$ cat src/rtl/ptw_two_level.sv
module ptw_two_level (
  input  logic        clk,
  input  logic        rst_n,
  input  logic        lookup_valid,
  input  logic [31:0] lookup_vaddr,
  input  logic        lookup_write,
  input  logic        big_page_en,
  input  logic [19:0] dir_base,
  output logic        mem_req,
  output logic        mem_we,
  output logic [31:0] mem_addr,
  output logic [31:0] mem_wdata,
  input  logic        mem_ack,
  input  logic [31:0] mem_rdata,
  output logic        walk_done,
  output logic        walk_fault,
  output logic [31:0] walk_paddr,
  output logic [11:0] walk_flags
);
  localparam int BIT_PRES  = 0;
  localparam int BIT_ACC   = 5;
  localparam int BIT_DIRTY = 6;
  localparam int BIT_BIG   = 7;

  typedef enum logic [2:0] {IDLE, READ_L1, READ_L2, UPDATE, DONE} st_t;

  st_t         state;
  logic [31:0] va_q;
  logic        wr_q;
  logic        big_q;
  logic        fault_q;
  logic        large_q;
  logic [31:0] ent;
  logic [31:0] ent_addr;

  logic [31:0] l1_addr, l2_addr;
  logic        need_upd;

  assign l1_addr  = {dir_base, va_q[31:22], 2'b00};
  assign l2_addr  = {ent[31:12], va_q[21:12], 2'b00};
  assign need_upd = !mem_rdata[BIT_ACC] || (wr_q && !mem_rdata[BIT_DIRTY]);

  assign mem_req   = (state == READ_L1) || (state == READ_L2) || (state == UPDATE);
  assign mem_we    = (state == UPDATE);
  assign mem_addr  = (state == READ_L1) ? l1_addr :
                     (state == READ_L2) ? l2_addr : ent_addr;
  assign mem_wdata = ent | (32'(wr_q) << BIT_DIRTY) | (32'd1 << BIT_ACC);

  assign walk_done  = (state == DONE);
  assign walk_fault = fault_q;
  assign walk_flags = ent[11:0];
  assign walk_paddr = fault_q ? 32'd0 :
                      large_q ? {ent[31:22], va_q[21:0]} : {ent[31:12], va_q[11:0]};

  always_ff @(posedge clk or negedge rst_n) begin
    if (!rst_n) begin
      state    <= IDLE;
      va_q     <= '0;
      wr_q     <= 1'b0;
      big_q    <= 1'b0;
      fault_q  <= 1'b0;
      large_q  <= 1'b0;
      ent      <= '0;
      ent_addr <= '0;
    end else begin
      case (state)
        IDLE: if (lookup_valid) begin
          va_q    <= lookup_vaddr;
          wr_q    <= lookup_write;
          big_q   <= big_page_en;
          fault_q <= 1'b0;
          large_q <= 1'b0;
          state   <= READ_L1;
        end
        READ_L1: if (mem_ack) begin
          ent      <= mem_rdata;
          ent_addr <= l1_addr;
          if (!mem_rdata[BIT_PRES]) begin
            fault_q <= 1'b1;
            state   <= DONE;
          end else if (big_q && mem_rdata[BIT_BIG]) begin
            large_q <= 1'b1;
            state   <= need_upd ? UPDATE : DONE;
          end else begin
            state   <= READ_L2;
          end
        end
        READ_L2: if (mem_ack) begin
          ent      <= mem_rdata;
          ent_addr <= l2_addr;
          if (!mem_rdata[BIT_PRES]) begin
            fault_q <= 1'b1;
            state   <= DONE;
          end else begin
            state   <= need_upd ? UPDATE : DONE;
          end
        end
        UPDATE: if (mem_ack) begin
          ent   <= mem_wdata;
          state <= DONE;
        end
        default: state <= IDLE;
      endcase
    end
  end

  a_r1_quiet_after_reset: assert property (@(posedge clk) disable iff (!rst_n)
    $rose(rst_n) |-> !walk_done && !mem_req);

  a_r2_l1_index: assert property (@(posedge clk) disable iff (!rst_n)
    (mem_req && !mem_we && state == READ_L1) |-> mem_addr[11:2] == va_q[31:22]);

  a_r4_large_skips_l2: assert property (@(posedge clk) disable iff (!rst_n)
    (state == READ_L2) |-> !large_q);

  a_r6_fault_zero_addr: assert property (@(posedge clk) disable iff (!rst_n)
    (walk_done && walk_fault) |-> walk_paddr == 32'd0);

  a_r8_load_keeps_dirty: assert property (@(posedge clk) disable iff (!rst_n)
    (mem_req && mem_we && !wr_q) |-> mem_wdata[BIT_DIRTY] == ent[BIT_DIRTY]);

  a_r9_avail_kept: assert property (@(posedge clk) disable iff (!rst_n)
    (mem_req && mem_we) |-> mem_wdata[11:9] == ent[11:9]);

  a_r10_done_pulse: assert property (@(posedge clk) disable iff (!rst_n)
    walk_done |=> !walk_done);

  a_r10_req_held: assert property (@(posedge clk) disable iff (!rst_n)
    (mem_req && !mem_ack) |=> mem_req && $stable(mem_addr) && $stable(mem_we));
endmodule

$ cat config.mk
export PLATFORM = sky130hd
export DESIGN_NAME = ptw_two_level
export DESIGN_NICKNAME = d
export VERILOG_FILES = /design/src/rtl/ptw_two_level.sv
export SDC_FILE = /design/constraint.sdc
export NUM_CORES = 1
export LEC_CHECK = 0
export BUFFER_PORTS_ARGS = -buffer_cell sky130_fd_sc_hd__buf_2
export CORE_ASPECT_RATIO = 0.6
export CORE_UTILIZATION = 44
export DETAILED_ROUTE_END_ITERATION = 16
export PLACE_DENSITY = 0.76
export SYNTH_ARGS = -nofsm -noshare
export SYNTH_HDL_FRONTEND = slang
export SYNTH_SLANG_ARGS = --single-unit
$ cat constraint.sdc
create_clock -name clk -period 1.65 [get_ports clk]
set_input_delay 0.0825 -clock clk [delete_from_list [all_inputs] [get_ports clk]]
set_output_delay 0.0825 -clock clk [all_outputs]
set_load 0.03 [all_outputs]
Word level (Yosys, flattened, before mapping)
Cells that the tools add are included.
W data, S select, Z words.
{ "totals": {"register_bits": 103, "input_bits": 90} }
{ "classes": {"eq_ne": 12, "muxes": 27, "bitwise_logic": 1, "reduce_logical": 19} }
{ "op_table": {"columns": ["cell", "count"], "rows": [
  ["$mux W32", 7],
  ["$pmux W32 S2", 2],
  ["$or A32 B7 Y32", 1],
  ["$mux W3", 8],
  ["$mux W22", 1],
  ["$pmux W3 S4", 1],
  ["$ne A2 B2 Y1 const B", 5],
  ["$reduce_and A4 Y1", 2],
  ["$reduce_bool A2 Y1", 4],
  ["$eq A3 B2 Y1 const B", 2],
  ["$mux W1", 6],
  ["$ne A2 B1 Y1 const B", 3],
  ["$reduce_and A3 Y1", 2],
  ["$reduce_and A5 Y1", 1],
  ["$pmux W1 S2", 2],
  ["$eq A3 B1 Y1 const B", 1],
  ["$eq A3 B3 Y1 const B", 1],
  ["$logic_not A3 Y1", 1],
  ["$logic_or A1 B1 Y1", 3],
  ["$logic_and A1 B1 Y1", 2],
  ["$logic_not A1 Y1", 2],
  ["$reduce_and A2 Y1", 1],
  ["$reduce_or A2 Y1", 1]
]} }

Longest topological paths before layout
{ "depth": {"word_depth": 8, "depth_mapped": 7, "mapped_depth_nobuf": 4} }

Least setup slack after synthesis
Ideal clock, no wire load.
{ "synth_path": {"path_type": "flip-flop to flip-flop", "start": "register state[1]", "end": "register va_q[20]", "setup_time_ns": 0.125, "arrival_time_ns": 1.538, "required_time_ns": 1.525, "slack_ns": -0.013, "stages_incl_launch_ff": 5, "path_buffers": 2, "period_less_slack_ns": 1.663, "path_cell_list": "dfrtp_1 buf_6 nor4b_4 buf_6 mux2_2"} }
{ "synth_via": {"elab_chain_len": 2} }
{ "synth_lines": {"columns": ["element", "line", "text"], "rows": [
  ["start: declaration", "27", "st_t state;"],
  ["start signal: assignment", "83", "state <= need_upd ? UPDATE : DONE;"],
  ["start signal: assignment", "95", "state <= need_upd ? UPDATE : DONE;"],
  ["$logic_not A3 Y1", "66", "case (state)"],
  ["$reduce_and A2 Y1 (no source line)", null, null],
  ["end signal: assignment", "68", "va_q <= lookup_vaddr;"],
  ["end: declaration", "28", "logic [31:0] va_q;"]
]} }
Every way passes these cells.
A chain may end at the register's enable or synchronous reset.

Final worst setup path
{ "layout_path": {"start": "register state[2]", "end": "output port mem_addr[18]"} }
{ "layout_via": {"elab_chain_len": 3, "elab_cells_between_ends": 4, "cone_classes": "eq/ne (2); mux (2)"} }
{ "layout_lines": {"columns": ["element", "line", "text"], "rows": [
  ["$eq A3 B2 Y1", "46", "(state == READ_L2) ? l2_addr : ent_addr;"],
  ["$mux W32", "46", null],
  ["$mux W32 (*)", "45", "assign mem_addr = (state == READ_L1) ? l1_addr :"],
  ["end: declaration", "11", "output logic [31:0] mem_addr,"]
]} }
Mark *: on every way between the ends. The rest lies on a longest branch, timed or not.

==> metrics.md <==
| Metric | Value |
|---|---|
| ANT cells | 0 |
| Peak fanout along the critical path | 20 |
| Leakage power | 3.87 nW |
| Layout Cells excl Fill | 920 |
| RSZ-0062 raised after global routing | yes |
| Die area | 12100 µm² |
| Via count | 4872 |
| TritonCTS Buffers | 9 |
| Largest net degree at the start of global routing | 56 |
| GRT overflow | 0 |
| DRT Wirelength | 16.9 mm |
| Clock sinks | 101 |
| Synth Cell Area | 5130 µm² |
| H-tree levels | 3 |
| GPL Wtd Cong | 0.882 |
| Mapped Cells | 477 |
| Syn_area_per_cell | 10.8 µm² |
| Gr usage total | 25.7% |
| DRT iter0 DRCs | 268 |
| Status | finished, violations left |
| Failing checks | setup timing |
| FILL cells | 796 |
| Worst Hold Class | input pin to flip-flop |
| Post-DRT Antenna Nets | 0 |
| Avg Vias per Cell | 5.30 |
| Dominant cells by area after synthesis | dfrtp_1, mux2_2, mux2i_1 |
| Nets@finish | 845 |
| Netlist cell types | 36 |
| Num rows | 30 |
| Clock transition at path regs | 0.07 ns |
| HPWL Detailed | 9.75 mm |
| Cell Pwr Density | 2480 nW/µm² |
| Port buffer count | 198 |
| Finished Core Util | 71.4% |
| Max IR drop VDD | 1740 µV |
| Ports | 202 |
| Commonest non-fill, non-tap cell in the layout | buf_2 |
| Core area | 11300 µm² |
| Clk_lat worst skew | 0.33 ns |
| Top cell type's share of synthesized area | 49.3% |
| Setup slack after layout | -0.204 ns |
| Cells after DPL | 815 |
| Initial Utilization | 45.3% |
| Yosys warns | 0 |
| # DRC | 0 |
| Worst Clk Skew | 0.00774 ns |
| Place WS | -0.0517 ns |
| Post-Route Setup TNS | -8.17 ns |
| Fin. max-slew vios | 0 |
| # Max-Cap Violations | 0 |
| CP Capture Type | output port |
| Yosys top cell by area | dfrtp_1 |
| Final setup viols | 74 |
| Flip-flop and latch area | 2530 µm² |
| WS Path Type | flip-flop to output port |
| Layout cell share with drive strength beyond 1 | 47.9% |
| WP data required | 1.57 ns |
| Most frequent cells in the layout | buf_2, dfrtp_1, nand2_1 |
| Die X | 141 µm |
| Initial antenna violation count | 0 |
| Flops & latches, synth | 101 |
| Area Overhead vs Synth | 57.8% |
| Root buf cell | clkbuf_16 |
| Placed cell area | 6290 µm² |
| WP data arrival | 1.77 ns |
| Area of the multi-input gates | 2480 µm² |
| Chip Height | 85.6 µm |
| Global-route wire length before repair | 23.8 mm |
| CTS tree | done |
| Max Fclk | 0.539 GHz |
| DR WL/cell | 18.4 µm |
| Fin crit share | 112% |
| Vias in the first global route | 4727 |
| Sequential share of the synthesized area | 49.3% |
| DR pass1 iterations | 5 |
| Final Hold Vio Count | 0 |
| Tmin final | 1.85 ns |
| Startpoint Class | flip-flop |
| Final instance area | 8090 µm² |
| CTS Buffer Depth | 2 |
[state kept, by name, summed over array words and instances, names as in the netlist]
| name | cells |
|---|---|
| ent | 32 |
| ent_addr | 30 |
| walk_fault | 1 |
| big_q | 1 |
| large_q | 1 |
| state | 3 |
| va_q | 32 |
| wr_q | 1 |
[path summary, 6_finish.rpt]
path / depth (start not counted) / end / startpoint / slack (ns)
hold reg to reg: 2 / ent_addr[23] / ent_addr[23] / 0.48
setup / recovery: 7 / mem_addr[18] / state[2] / -0.20
setup reg to reg: 6 / va_q[0] / state[2] / -0.12
max in group asynchronous: 3 / ent[29] / rst_n / 0.78
min in group asynchronous: 2 / va_q[11] / rst_n / 0.15
hold / removal: 2 / ent[7] / mem_rdata[7] / 0.02
[critical path, stage by stage, from the launching register on]
cell and delay (ns):
dfrtp_1 0.41, buf_4 0.15, nor3b_4 0.20, buf_6 0.15, buf_12 0.16, a22oi_1 0.09, nand2_1 0.11, buf_6 0.14
[cell type report]
| class | count | area share [%] |
|---|---|---|
| clock buffers | 11 | 2.88 |
| clock inverters | 5 | 0.727 |
| inverters | 4 | 0.186 |
| multi-input cells | 327 | 30.7 |
| flip-flops and latches | 101 | 31.2 |
| well taps | 160 | 2.47 |
| repair buffers | 312 | 31.8 |
[timing repair]
action                                  in CTS  in global routing
hold buffers                                64                  0
cloned                                       5                  8
endpoints found under the setup margin      63                108
resized for setup                           83                 72
setup buffers                                8                  5
pin swaps                                    7                  7
endpoints found under the hold margin      164                  0
[power by group]
group | total (mW) | switching [mW] | leakage [nW] | internal (mW)
Combinational | 13.1 | 7.50 | 2.52 | 5.59
Clock | 2.09 | 0.906 | 0.136 | 1.18
Sequential | 4.86 | 1.13 | 1.21 | 3.73
[cell families (layout without fill, tap and decap cells)]
group / Yosys count / in the layout / share of synthesized area [%]
simple gates: 144 / 144 / 13.0
flops: 101 / 101 / 49.3
other cells: 2 / 3 / 0.146
xor+xnor: 1 / 1 / 0.171
mux: 104 / 104 / 21.9
buf+inv: 50 / 332 / 6.34
compound gates: 75 / 75 / 9.24
[through the flow]
stage	power (mW)	hold slack, ns
final	20.0	0.0227
after detailed placement	15.0	-0.0595
after CTS	18.7	0.0136
after global placement	14.8	-0.0682
after floorplan	12.1	-0.213
after global routing	21.0	0.0108
[layer usage]
| layer | wire, µm | up-vias | track usage (%) |
|---|---|---|---|
| li1 | - | 2188 | - |
| met1 | 7340 | 2443 | 32.1 |
| met2 | 8230 | 224 | 44.7 |
| met3 | 1160 | 17 | 6.42 |
| met4 | 169 | 0 | 6.74 |
| met5 | 0 | - | 0 |
[cell usage after synthesis]
cell type / instances
nand3b_1: 1
nand4_1: 1
mux2_1: 3
o22a_1: 1
nor3b_2: 2
o22ai_1: 2
a21boi_0: 1
buf_2: 8
buf_4: 18
xor2_1: 1
nor4b_4: 1
o21ai_0: 28
and2_1: 1
nand3_1: 2
a21bo_2: 2
clkbuf_1: 11
conb_1: 2
nand2b_1: 3
nor2_1: 16
nor2b_1: 22
buf_6: 8
and3_1: 1
a31oi_1: 1
a21oi_1: 3
buf_1: 1
nor3b_1: 1
mux2_2: 61
or3b_2: 1
dfrtp_1: 101
or2_2: 1
a22oi_1: 30
mux2i_1: 40
o21ai_1: 6
o32ai_1: 1
inv_1: 4
nand2_1: 91
Note: power is estimated with default switching activity, not from simulation.
